### src/rtl/sdprng_pkg.sv
package sdprng_pkg;

    // Default geometry of the accumulator chain
    localparam int unsigned DEF_STAGES  = 9;
    localparam int unsigned DEF_ACC_W   = 8;
    localparam int unsigned DEF_LFSR_W  = 16;
    localparam logic [15:0] DEF_TAPS    = 16'hB400;
    localparam logic [15:0] DEF_SEED    = 16'hACE1;

    // Extra sum bits: three full-width terms plus one bit never exceed 2 bits of growth
    localparam int unsigned SUM_GROWTH  = 2;

endpackage

### src/rtl/sdprng_lfsr.sv
module sdprng_lfsr #(
    parameter int unsigned       LFSR_W = 16,
    parameter logic [LFSR_W-1:0] TAPS   = 16'hB400
) (
    input  logic [LFSR_W-1:0] state_i,
    output logic [LFSR_W-1:0] next_o,
    output logic              dith_bit_o
);
    logic fb;

    always_comb begin
        fb         = ^(state_i & TAPS);
        next_o     = {state_i[LFSR_W-2:0], fb};
        dith_bit_o = state_i[LFSR_W-1];
    end
endmodule

### src/rtl/sdprng_dither.sv
module sdprng_dither #(
    parameter int unsigned ACC_W = 8
) (
    input  logic             en_i,
    input  logic [ACC_W-1:0] coef_i,
    input  logic [ACC_W-1:0] res_i,
    output logic [ACC_W-1:0] dith_o
);
    localparam int unsigned PROD_W = 2 * ACC_W;

    logic [PROD_W-1:0] prod;

    always_comb begin
        prod   = PROD_W'(coef_i) * PROD_W'(res_i);
        dith_o = en_i ? prod[ACC_W-1:0] : '0;
    end
endmodule

### src/rtl/sdprng_stage.sv
module sdprng_stage #(
    parameter int unsigned ACC_W  = 8,
    parameter int unsigned GROWTH = 2
) (
    input  logic             in_i,
    input  logic [ACC_W-1:0] add_i,
    input  logic [ACC_W-1:0] res_q_i,
    input  logic [ACC_W-1:0] dith_i,
    output logic [ACC_W-1:0] res_d_o,
    output logic             ovf_d_o
);
    localparam int unsigned SUM_W = ACC_W + GROWTH;

    logic [SUM_W-1:0] sum;

    always_comb begin
        sum = SUM_W'(add_i) + SUM_W'(res_q_i) + SUM_W'(dith_i) + SUM_W'(in_i);
        res_d_o = sum[ACC_W-1:0];
        ovf_d_o = |sum[SUM_W-1:ACC_W];
    end
endmodule

### src/rtl/sdprng_top.sv
module sdprng_top
    import sdprng_pkg::*;
#(
    parameter int unsigned          NUM_STAGES = DEF_STAGES,
    parameter int unsigned          ACC_W      = DEF_ACC_W,
    parameter int unsigned          LFSR_W     = DEF_LFSR_W,
    parameter logic [LFSR_W-1:0]    LFSR_TAPS  = DEF_TAPS,
    parameter logic [LFSR_W-1:0]    LFSR_SEED  = DEF_SEED
) (
    input  logic                  clk_i,
    input  logic                  rst_ni,
    input  logic [ACC_W-1:0]      x_i,
    input  logic [ACC_W-1:0]      coef_i,
    output logic [NUM_STAGES-1:0] carry_o
);
    localparam int unsigned LAST = NUM_STAGES - 1;

    typedef struct packed {
        logic [NUM_STAGES-1:0][ACC_W-1:0] res;
        logic [NUM_STAGES-1:0]            ovf;
        logic [LFSR_W-1:0]                lfsr;
    } state_t;

    localparam state_t RESET_ST = '{res: '0, ovf: '0, lfsr: LFSR_SEED};

    state_t st_d, st_q;

    logic [LFSR_W-1:0]                lfsr_nx;
    logic                             dith_bit;
    logic [ACC_W-1:0]                 dith_val;
    logic [NUM_STAGES-1:0][ACC_W-1:0] res_nx;
    logic [NUM_STAGES-1:0]            ovf_nx;

    // Flattened views for the bound checker
    logic [NUM_STAGES*ACC_W-1:0]      res_flat;
    logic [LFSR_W-1:0]                lfsr_state;

    sdprng_lfsr #(
        .LFSR_W (LFSR_W),
        .TAPS   (LFSR_TAPS)
    ) i_lfsr (
        .state_i    (st_q.lfsr),
        .next_o     (lfsr_nx),
        .dith_bit_o (dith_bit)
    );

    sdprng_dither #(
        .ACC_W (ACC_W)
    ) i_dither (
        .en_i   (dith_bit),
        .coef_i (coef_i),
        .res_i  (st_q.res[0]),
        .dith_o (dith_val)
    );

    for (genvar k = 0; k < NUM_STAGES; k++) begin : g_stage
        logic [ACC_W-1:0] add_w;
        logic [ACC_W-1:0] dith_w;
        logic             fb_w;

        if (k == 0) begin : g_head
            assign add_w  = x_i;
            assign dith_w = dith_val;
        end else begin : g_body
            assign add_w  = st_q.res[k-1];
            assign dith_w = '0;
        end

        if (k < LAST) begin : g_fb
            assign fb_w = st_q.ovf[k+1];
        end else begin : g_tail
            assign fb_w = 1'b0;
        end

        sdprng_stage #(
            .ACC_W  (ACC_W),
            .GROWTH (SUM_GROWTH)
        ) i_stage (
            .in_i    (fb_w),
            .add_i   (add_w),
            .res_q_i (st_q.res[k]),
            .dith_i  (dith_w),
            .res_d_o (res_nx[k]),
            .ovf_d_o (ovf_nx[k])
        );
    end

    always_comb begin
        st_d      = st_q;
        st_d.res  = res_nx;
        st_d.ovf  = ovf_nx;
        st_d.lfsr = lfsr_nx;
    end

    always_ff @(posedge clk_i or negedge rst_ni) begin
        if (!rst_ni) begin
            st_q <= RESET_ST;
        end else begin
            st_q <= st_d;
        end
    end

    assign carry_o    = st_q.ovf;
    assign res_flat   = st_q.res;
    assign lfsr_state = st_q.lfsr;

endmodule

### config.mk
export PLATFORM = sky130hd
export DESIGN_NAME = sdprng_top
export DESIGN_NICKNAME = d
export VERILOG_FILES = /design/src/rtl/sdprng_pkg.sv /design/src/rtl/sdprng_lfsr.sv /design/src/rtl/sdprng_dither.sv /design/src/rtl/sdprng_stage.sv /design/src/rtl/sdprng_top.sv
export SDC_FILE = /design/constraint.sdc
export NUM_CORES = 1
export LEC_CHECK = 0
export ABC_CLOCK_PERIOD_IN_PS = 3900
export BUFFER_PORTS_ARGS = -buffer_cell sky130_fd_sc_hd__buf_2
export CORE_ASPECT_RATIO = 0.5
export CORE_UTILIZATION = 57
export DETAILED_ROUTE_END_ITERATION = 8
export PLACE_DENSITY = 0.85
export SLEW_MARGIN = 5
export SYNTH_ARGS = -nofsm -noshare
export SYNTH_HDL_FRONTEND = slang
export SYNTH_SLANG_ARGS = --single-unit
### constraint.sdc
create_clock -name clk_i -period 3.9 [get_ports clk_i]
set_clock_uncertainty 0.05 [all_clocks]
set_input_delay 0.78 -clock clk_i [delete_from_list [all_inputs] [get_ports clk_i]]
set_output_delay 0.78 -clock clk_i [all_outputs]
set_load 0.05 [all_outputs]
==> impl_metrics.py <==
metrics = {
    "status": {
        "status": "finished, violations left",
        "violations": "negative setup slack",
    },
    "yosys": {
        "ys_async_sr_fraction": 1.00,
        "ys_ff_latch": 97,
        "yosys_warnings": 0,
        "syn_inst": 709,
        "ys.flop_type": "dfrtp_1",
        "ys_seq_area_frac": 0.325,
        "synth_edf_count": 0,
        "synth_nets": 859,
        "synth_top_area_frac": 0.297,
        "yosysUniqueCellTypes": 66,
        "synthTopCellsByCount": "ha_1 (109), dfrtp_1 (89), xnor2_1 (58)",
        "avgSynthCellArea_um2": 10.6,
        "syn-cell-area_um2": 7500,
        "yosysMostFrequentCell": "ha_1",
        "yosysTopAreaCell": "dfrtp_1",
        "synth.area.top_cells": "dfrtp_1 (30%), ha_1 (18%), xnor2_1 (6.8%)",
    },
    "detailed_routing": {
        "drt_wl_total_um": 15500,
        "vias_per_cell": 5.68,
        "drc": 0,
        "drt_iter0_drc": 220,
        "post_drt_wl_per_cell_um": 16.5,
        "ant_nets": 0,
        "firstDrtPassIters": 4,
        "vias": 5340,
    },
    "cells_and_area": {
        "instances_no_fill": 940,
        "diodes": 0,
        "drive_above_1_share": 0.187,
        "final_cell_area_um2": 8450,
        "finalNetCount": 915,
        "area_growth_pct": 12.6,
        "final_core_util": 0.664,
    },
    "timing": {
        "tightest_slew_ps": 630,
        "slew_headroom": 0.580,
        "min_period_over_period": 1.07,
        "achievable-frequency_ghz": 0.241,
        "timing.final.ws_setup_ps": -255,
        "period_needed_ps": 4150,
        "slew_violations": 0,
        "setup_violations": 3,
        "rsz0062_at_grt": "true",
        "hold_viol": 0,
    },
    "global_routing": {
        "met3_usage": 0.0365,
        "grt_max_degree": 48,
        "grt_pass1_wl_um": 26300,
        "antenna_found_initial": 0,
        "use_met1": 0.310,
        "grt.busiest_layer": "met2",
        "grtUsageMet2": 0.428,
        "gr-usage-all-layers": 0.244,
        "grt.overflow.total": 0,
        "grt_pass1_vias": 5672,
    },
    "clock_network": {
        "cts_tree": "done",
        "clkLatencyLatePin_ps": 350,
        "ctsRootBufferMaster": "clkbuf_16",
        "clock_sinks": 97,
        "clk_path_buf_depth": 2,
        "numCtsBuffers": 9,
        "cts.clk_slew.worst_paths_ps": 70,
        "htreeDepth": 3,
    },
    "worst_setup_path": {
        "cp.required_ps": 4110,
        "path_class": "input port to register",
        "r2r-end": "carry_o[0]",
        "endpoint_kind": "register",
        "arrival_ps": 4360,
        "start_kind": "input port",
        "cp_max_fo": 3,
        "rrSetupSlack_ps": -200,
        "timing.rr.start": "g_stage[1].add_w[3]",
        "reg2reg_depth": 15,
    },
    "die": {
        "dieArea_um2": 13700,
        "chipHeight_um": 83.1,
        "coreArea_um2": 12700,
        "start_util": 0.589,
        "die_x_um": 164,
        "rows": 29,
        "num_io_pins": 27,
    },
    "flow_run": {
        "maxCapViolCount": 0,
    },
    "placed_design": {
        "dpl.cell_count": 919,
        "dp_hpwl_um": 12000,
        "portBuffers": 26,
        "dp_slack_ps": -641,
        "globalplace.congestion": 0.933,
        "placed_cell_area_um2": 8010,
    },
    "worst_hold_path": {
        "whs_endpoint": "lfsr_state[2]",
        "min_path_type": "register to register",
        "min_path_cells": 0,
        "hp-start": "lfsr_state[1]",
    },
}
[worst max-delay path, cell delays in order]
cell     delay [ps]
buf_4           120
and2_4          160
fa_2            380
inv_2            60
fa_1            410
fa_1            460
fa_1            520
inv_2            60
ha_4            280
xnor2_1          60
and2_1          140
ha_1            300
o21a_1          120
o31a_1          130
and3b_1         190
a32oi_1         200
[timing repair]
item / CTS / global route
resized for setup: 12 / 19
endpoints found under the setup margin: 3 / 4
setup buffers: 0 / 5
pin swaps: 24 / 17
hold buffers: 0 / 0
[cells by family (layout without fill, tap and decap cells)]
family,Yosys count,count (layout),share of synthesized area
buf+inv,46,107,0.0270
flops,97,97,0.325
compound gates,112,112,0.110
xor+xnor,111,111,0.134
fa+ha+maj,132,132,0.243
mux,7,7,0.0110
simple gates,204,204,0.151
[area by class of cell]
| class | instances | area (µm²) |
|---|---|---|
| flip-flops and latches | 97 | 2440 |
| fillers | 908 | 4280 |
| repair buffers | 53 | 360 |
| well taps | 170 | 213 |
| multi-input cells | 566 | 5000 |
| inverters | 38 | 143 |
| clock buffers | 10 | 229 |
| clock inverters | 6 | 67.6 |
[per-layer routing]
| metal | up-vias | part of all wire |
|---|---|---|
| li1 | 2605 | - |
| met1 | 2601 | 0.44 |
| met2 | 112 | 0.51 |
| met3 | 22 | 0.032 |
| met4 | 0 | 0.017 |
| met5 | - | 0 |
[registers in the layout, indices dropped and copies added (netlist names)]
signal	count
res_flat	8
g_stage.add_w	64
carry_o	9
lfsr_state	16
[metrics by stage]
step | hold slack, ps | TNS [ps]
after CTS | 311 | -409
after global placement | 286 | -1630
final | 307 | -411
after detailed placement | 293 | -1920
after floorplan | 281 | -579
after global routing | 315 | -705
[worst max-delay path by stage]
stage          slack [ps]       from  depth (start not counted)         end
2_1_floorplan        -320  coef_i[3]                         15  carry_o[0]
3_3_place_gp         -550  coef_i[3]                         16  carry_o[0]
3_5_place_dp         -640  coef_i[1]                         18  carry_o[0]
4_1_cts              -240  coef_i[1]                         17  carry_o[0]
5_1_grt              -370  coef_i[3]                         16  carry_o[0]
6_report             -250  coef_i[3]                         16  carry_o[0]
[layout by cell type, fill, tap and decap left out, types with 11 or more instances in the layout]
cell type	n
ha_1	102
nor2_1	44
nand3_1	21
a21o_1	17
a21oi_1	22
nand2_1	32
buf_4	29
xnor2_1	57
buf_2	21
and2_1	23
fa_1	20
inv_1	30
and3_1	14
xor2_1	49
o21ai_0	13
dfrtp_1	89
nor3_1	11
Power is left out: the tool's default activity adds up to more than one toggle a clock period on the data nets, which glitch-free logic cannot reach.
